`config.mk`:
```
export PLATFORM = sky130hd
export DESIGN_NAME = swc_unit
export DESIGN_NICKNAME = d
export VERILOG_FILES = /design/src/rtl/swc_pkg.sv /design/src/rtl/swc_relational.sv /design/src/rtl/swc_mask_match.sv /design/src/rtl/swc_window.sv /design/src/rtl/swc_unit.sv
export SDC_FILE = /design/constraint.sdc
export NUM_CORES = 1
export LEC_CHECK = 0
export BUFFER_PORTS_ARGS = -buffer_cell sky130_fd_sc_hd__buf_2
export CAP_MARGIN = 20
export CELL_PAD_IN_SITES_DETAIL_PLACEMENT = 0
export CELL_PAD_IN_SITES_GLOBAL_PLACEMENT = 1
export CORE_AREA = 2 2 83 85
export CTS_BUF_LIST = sky130_fd_sc_hd__clkbuf_16
export CTS_CLUSTER_DIAMETER = 200
export DETAILED_ROUTE_END_ITERATION = 6
export DIE_AREA = 0 0 85 87
export PLACE_DENSITY = 0.85
export SLEW_MARGIN = 20
export SYNTH_ARGS = -nofsm -noshare
export SYNTH_HDL_FRONTEND = slang
export SYNTH_SLANG_ARGS = --single-unit
```
`constraint.sdc`:
```
create_clock -name clk -period 2.5 [get_ports clk]
set_input_delay 0.125 -clock clk [delete_from_list [all_inputs] [get_ports clk]]
set_output_delay 0.125 -clock clk [all_outputs]
set_load 0.03 [all_outputs]
```
`src/rtl/swc_pkg.sv`:
```
// Package: shared opcode encoding and flag types for the signed word
// condition evaluator. Assumes a 4-bit opcode field; unlisted codes are
// treated as "always false" by the selector.
package swc_pkg;

    localparam int OPC_W = 4;

    typedef enum logic [OPC_W-1:0] {
        OPC_EQ    = 4'd0,
        OPC_NE    = 4'd1,
        OPC_LT    = 4'd2,
        OPC_LE    = 4'd3,
        OPC_GT    = 4'd4,
        OPC_GE    = 4'd5,
        OPC_MSKEQ = 4'd6,
        OPC_RANGE = 4'd7
    } swc_opc_e;

    typedef struct packed {
        logic eq;
        logic ne;
        logic lt;
        logic le;
        logic gt;
        logic ge;
    } swc_rel_t;

endpackage

```
`src/rtl/swc_relational.sv`:
```
// Module: swc_relational
// Produces all six signed relations between two words from a single
// equality and a single signed less-than. Assumes two's complement operands.
module swc_relational #(
    parameter int WIDTH = 16
) (
    input  logic [WIDTH-1:0] a_in,
    input  logic [WIDTH-1:0] b_in,
    output swc_pkg::swc_rel_t rel_o
);

    logic is_eq;
    logic is_lt;

    // Two primitive comparisons feed every relation.
    always_comb begin
        is_eq = (a_in == b_in);
        is_lt = ($signed(a_in) < $signed(b_in));
    end

    // Derive the remaining relations from the primitives.
    always_comb begin
        rel_o.eq = is_eq;
        rel_o.ne = ~is_eq;
        rel_o.lt = is_lt;
        rel_o.le = is_lt | is_eq;
        rel_o.gt = ~(is_lt | is_eq);
        rel_o.ge = ~is_lt;
    end

endmodule

```
`src/rtl/swc_mask_match.sv`:
```
// Module: swc_mask_match
// Bitwise masked equality: a bit position takes part when its mask bit is 1.
// Assumes all three words share the same width.
module swc_mask_match #(
    parameter int WIDTH = 16
) (
    input  logic [WIDTH-1:0] src_in,
    input  logic [WIDTH-1:0] ref_in,
    input  logic [WIDTH-1:0] sel_in,
    output logic             match_o
);

    logic [WIDTH-1:0] miss;

    // One mismatch detector per bit position.
    for (genvar gi = 0; gi < WIDTH; gi++) begin : g_bit
        always_comb miss[gi] = sel_in[gi] & (src_in[gi] ^ ref_in[gi]);
    end

    // Match when no selected bit disagrees.
    always_comb match_o = ~|miss;

endmodule

```
`src/rtl/swc_window.sv`:
```
// Module: swc_window
// Signed range test. Ordered limits give an inclusive band; swapped limits
// reject only values strictly between them. Assumes two's complement words.
module swc_window #(
    parameter int WIDTH = 16
) (
    input  logic [WIDTH-1:0] lo_in,
    input  logic [WIDTH-1:0] val_in,
    input  logic [WIDTH-1:0] hi_in,
    output logic             inside_o
);

    logic ordered;
    logic above_lo;
    logic below_hi;

    // Three signed comparisons, shared by both senses.
    always_comb begin
        ordered  = ($signed(lo_in)  <= $signed(hi_in));
        above_lo = ($signed(val_in) >= $signed(lo_in));
        below_hi = ($signed(val_in) <= $signed(hi_in));
    end

    // Ordered limits need both bounds; swapped limits need either.
    always_comb inside_o = ordered ? (above_lo & below_hi) : (above_lo | below_hi);

endmodule

```
`src/rtl/swc_unit.sv`:
```
// Module: swc_unit (top)
// Selects one condition by opcode and registers the outcome with a strobe.
// Assumes synchronous active-low reset; unused opcodes evaluate false.
module swc_unit #(
    parameter int WIDTH = 16
) (
    input  logic                     clk,
    input  logic                     rst_n,
    input  logic                     in_valid,
    input  logic [swc_pkg::OPC_W-1:0] opcode,
    input  logic [WIDTH-1:0]         opnd_a,
    input  logic [WIDTH-1:0]         opnd_b,
    input  logic [WIDTH-1:0]         mask_w,
    input  logic [WIDTH-1:0]         lim_lo,
    input  logic [WIDTH-1:0]         lim_test,
    input  logic [WIDTH-1:0]         lim_hi,
    output logic                     out_valid,
    output logic                     out_result
);

    import swc_pkg::*;

    swc_rel_t rel;
    logic     mask_hit;
    logic     win_hit;
    logic     cond_next;

    swc_relational #(.WIDTH(WIDTH)) u_rel (
        .a_in  (opnd_a),
        .b_in  (opnd_b),
        .rel_o (rel)
    );

    swc_mask_match #(.WIDTH(WIDTH)) u_mask (
        .src_in  (opnd_a),
        .ref_in  (opnd_b),
        .sel_in  (mask_w),
        .match_o (mask_hit)
    );

    swc_window #(.WIDTH(WIDTH)) u_win (
        .lo_in    (lim_lo),
        .val_in   (lim_test),
        .hi_in    (lim_hi),
        .inside_o (win_hit)
    );

    // Route the flag chosen by the opcode.
    always_comb begin
        case (opcode)
            OPC_EQ:    cond_next = rel.eq;
            OPC_NE:    cond_next = rel.ne;
            OPC_LT:    cond_next = rel.lt;
            OPC_LE:    cond_next = rel.le;
            OPC_GT:    cond_next = rel.gt;
            OPC_GE:    cond_next = rel.ge;
            OPC_MSKEQ: cond_next = mask_hit;
            OPC_RANGE: cond_next = win_hit;
            default:   cond_next = 1'b0;
        endcase
    end

    // Output strobe tracks the input strobe one edge later.
    always_ff @(posedge clk) begin
        if (!rst_n) out_valid <= 1'b0;
        else        out_valid <= in_valid;
    end

    // Capture the outcome only for strobed inputs.
    always_ff @(posedge clk) begin
        if (!rst_n)        out_result <= 1'b0;
        else if (in_valid) out_result <= cond_next;
    end

endmodule

```
==> results.yml <==
outcome:
  status: "completed"
logic_synthesis:
  yosysTopAreaCell: "ha_1"
  syn_area_sq_um: 1940
  yosysSeqAreaShare_pct: 2.06
  yosysWarnings: 0
  synthTopCellsByArea: "ha_1 (41%), inv_1 (13%), a21oi_1 (5.7%), nand4_1 (4.2%), nand2_1 (3.1%)"
  syn-num-nets: 440
  synthesis.instances: 273
  ys_ff_latch: 2
  synth.distinct_cells: 39
  avgSynthCellArea_sq_um: 7.11
  synth_top_cell_area_share_pct: 41.2
finish:
  final_cells: 460
  multi_input_area_sq_um: 1660
  diodes: 0
  fin_util_pct: 40.2
  fillers: 704
  nets: 549
  drive_above_1_share_pct: 28.4
  layout.area.seq_sq_um: 40.0
  syn_to_final_growth_pct: 35.8
sta:
  fmax_ghz: 0.511
  finalCriticalPeriod_ns: 1.96
  setup_tns_ns: 0
  fin_worst_skew_ns: 0
  period_share_pct: 78.2
  finalHoldWorstSlack_ns: 0.183
  tightest_slew_ns: 0.440
  hold_violations: 0
  maxSlewViolCount: 0
  slew_headroom_pct: 70.4
  finalSetupViolCount: 0
  rsz0062_at_grt: "false"
cts:
  clk_pin_slew_ns: 0.03
  cts-buffers-inserted: 3
  post_cts_buffers: 0
  clock_latency_ns: 0.22
  ctsHoldBuffers: 0
  cts_root_buffer: "clkbuf_16"
  cts_resized: 0
  htree_levels: 1
  clockBufferDepth: 2
  cts_tree: "done"
  cts_sinks: 2
place:
  hpwl_mm: 5.12
  portBuffers: 104
  dpl.cell_count: 457
  routabilityCongestion: 0.796
grt:
  grt.overflow.total: 0
  antenna_found_initial: 0
  grt_max_degree: 8
  grt_pass1_vias: 2245
  grtUsageTotal_pct: 14.9
  grt_pass1_wl_mm: 9.18
floorplan:
  core_sq_um: 6570
  num_rows: 30
  fp.dieW_um: 85
  start_util_pct: 29.6
  die_area_sq_um: 7400
  die_h_um: 87
  io_pins: 105
critical_path:
  cp-end-kind: "flip-flop"
  r2r-start: "out_result"
  cpMaxStageDelayCell: "o41a_1"
  worstPathCellList: "buf_2 > inv_1 > ha_1 > and4_1 > nor2b_1 > a22o_1 > o41a_1 > nor3_1 > maj3_1 > o211ai_1"
  arrival_ns: 2.05
  reg2reg_depth: 2
  required_ns: 2.59
  worstSetupPathType: "primary input to flip-flop"
  max_stage_delay_ns: 0.40
  reg2reg_slack_ns: 1.92
  critical_path.max_fanout: 3
  rr_endpoint: "out_result"
  startpoint_type: "primary input"
worst_hold_path:
  whs_endpoint: "out_valid"
  hold_path_class: "primary input to flip-flop"
  hp-start: "in_valid"
  hold-path-cell-count: 2
route:
  drcViolationCount: 0
  wl_per_cell_um: 11.9
  met2_length_mm: 2.79
  top_layer_used: "met4"
  drtIter0Drc: 41
  drt-total-wl_mm: 5.48
  m1WireLength_mm: 2.32
  vias_per_cell: 4.90
  routed-wl-met3_um: 352
  num_vias: 2254
  postRouteAntennaNets: 0
  dr.pass1.iters: 4
pwr:
  powerDensity_nw_per_um2: 252
  leakage_nw: 1.55
  peakVddDrop_uv: 153
  total_power_uw: 665
run:
  maxCapViolCount: 0
cells in the mapped netlist:
master and count:
nor2b_1 9, nand3b_1 3, a2111o_1 1, or3_1 1, nand3_1 8, nor2_1 6, nand2b_1 3, and3_1 2
a31oi_1 2, a21oi_1 22, a21o_1 4, nor3b_1 1, dfxtp_1 2, and3b_1 1, a221oi_1 2, o21a_1 3
a211oi_1 3, a311o_1 1, nand4b_1 1, o41a_1 1, nand2_1 16, o21ai_0 10, inv_1 65, nand4_1 13
mux2i_1 1, o22ai_1 5, and4_1 3, nor3_1 3, nor4_1 3, nor4b_1 1, o21ai_1 3, a2111oi_1 1
ha_1 64, o41ai_2 1, maj3_1 1, and2_1 1, o31ai_1 1, a22o_1 1, o211ai_1 4
logic make-up after synthesis:
kind of cell             count (synthesis)  share of synthesized area, %
AND/OR/NAND/NOR                         75                          21.7
AO/OA/AOI/OAI                           65                          21.5
buffers and inverters                   65                          12.6
adder cells (fa/ha/maj)                 65                          41.8
flip-flops                               2                          2.06
multiplexers                             1                         0.515
flip-flops by register name, summed over array words and instances, names as in the netlist:
name	cells
out_result	1
out_valid	1
power breakdown:
group          leakage (nW)  switching (mW)  internal [mW]
clock                0.0370          0.0384          0.204
combinational          1.50           0.199          0.189
sequential           0.0165        0.000487         0.0338
final cells by class:
type,count,share of cell area [%]
Clock buffer,3,2.85
Inverter,65,9.25
Multi-Input combinational cell,206,62.9
Sequential cell,2,1.52
Tap cell,80,3.80
Timing Repair Buffer,104,19.7
worst max-delay path, delay by kind of cell:
| kind | cells | cell delay (ns) |
|---|---|---|
| fa+ha+maj | 2 | 0.53 |
| simple gates | 3 | 0.56 |
| compound gates | 3 | 0.70 |
| buf+inv | 2 | 0.14 |
placed cells by master, fill, tap and decap left out, drive strengths merged, types with 3 or more instances in the layout:
master	netlist	final
buf	0	104
inv	65	65
ha	64	64
a21oi	22	22
nand2	16	16
nand4	13	13
o21ai	13	13
nor2b	9	9
nand3	8	8
nor2	6	6
o22ai	5	5
a21o	4	4
o211ai	4	4
a211oi	3	3
nor3	3	3
o21a	3	3
nand2b	3	3
nand3b	3	3
and4	3	3
nor4	3	3
clkbuf	0	3
stage by stage:
| stage | area [sq um] | setup slack [ns] |
|---|---|---|
| floorplan | 1940 | 0.555 |
| global placement | 2560 | 0.352 |
| detailed placement | 2560 | 0.330 |
| CTS | 2640 | 0.548 |
| global route | 2640 | 0.422 |
| finish | 2640 | 0.545 |
layer usage:
metal	vias up	global-route usage [%]
li1	1202	-
met1	974	17.5
met2	76	28.8
met3	2	1.61
met4	0	3.03
met5	-	0
how the worst max path moves through the flow:
stage / startpoint / to / depth (start not counted)
2_1_floorplan: lim_lo[15] / out_result / 9
5_1_grt: lim_lo[15] / out_result / 10
4_1_cts: lim_lo[15] / out_result / 10
6_report: lim_lo[15] / out_result / 10
3_5_place_dp: lim_lo[15] / out_result / 10
3_3_place_gp: lim_lo[15] / out_result / 10
No activity file was read; power rests on OpenSTA's default activity.
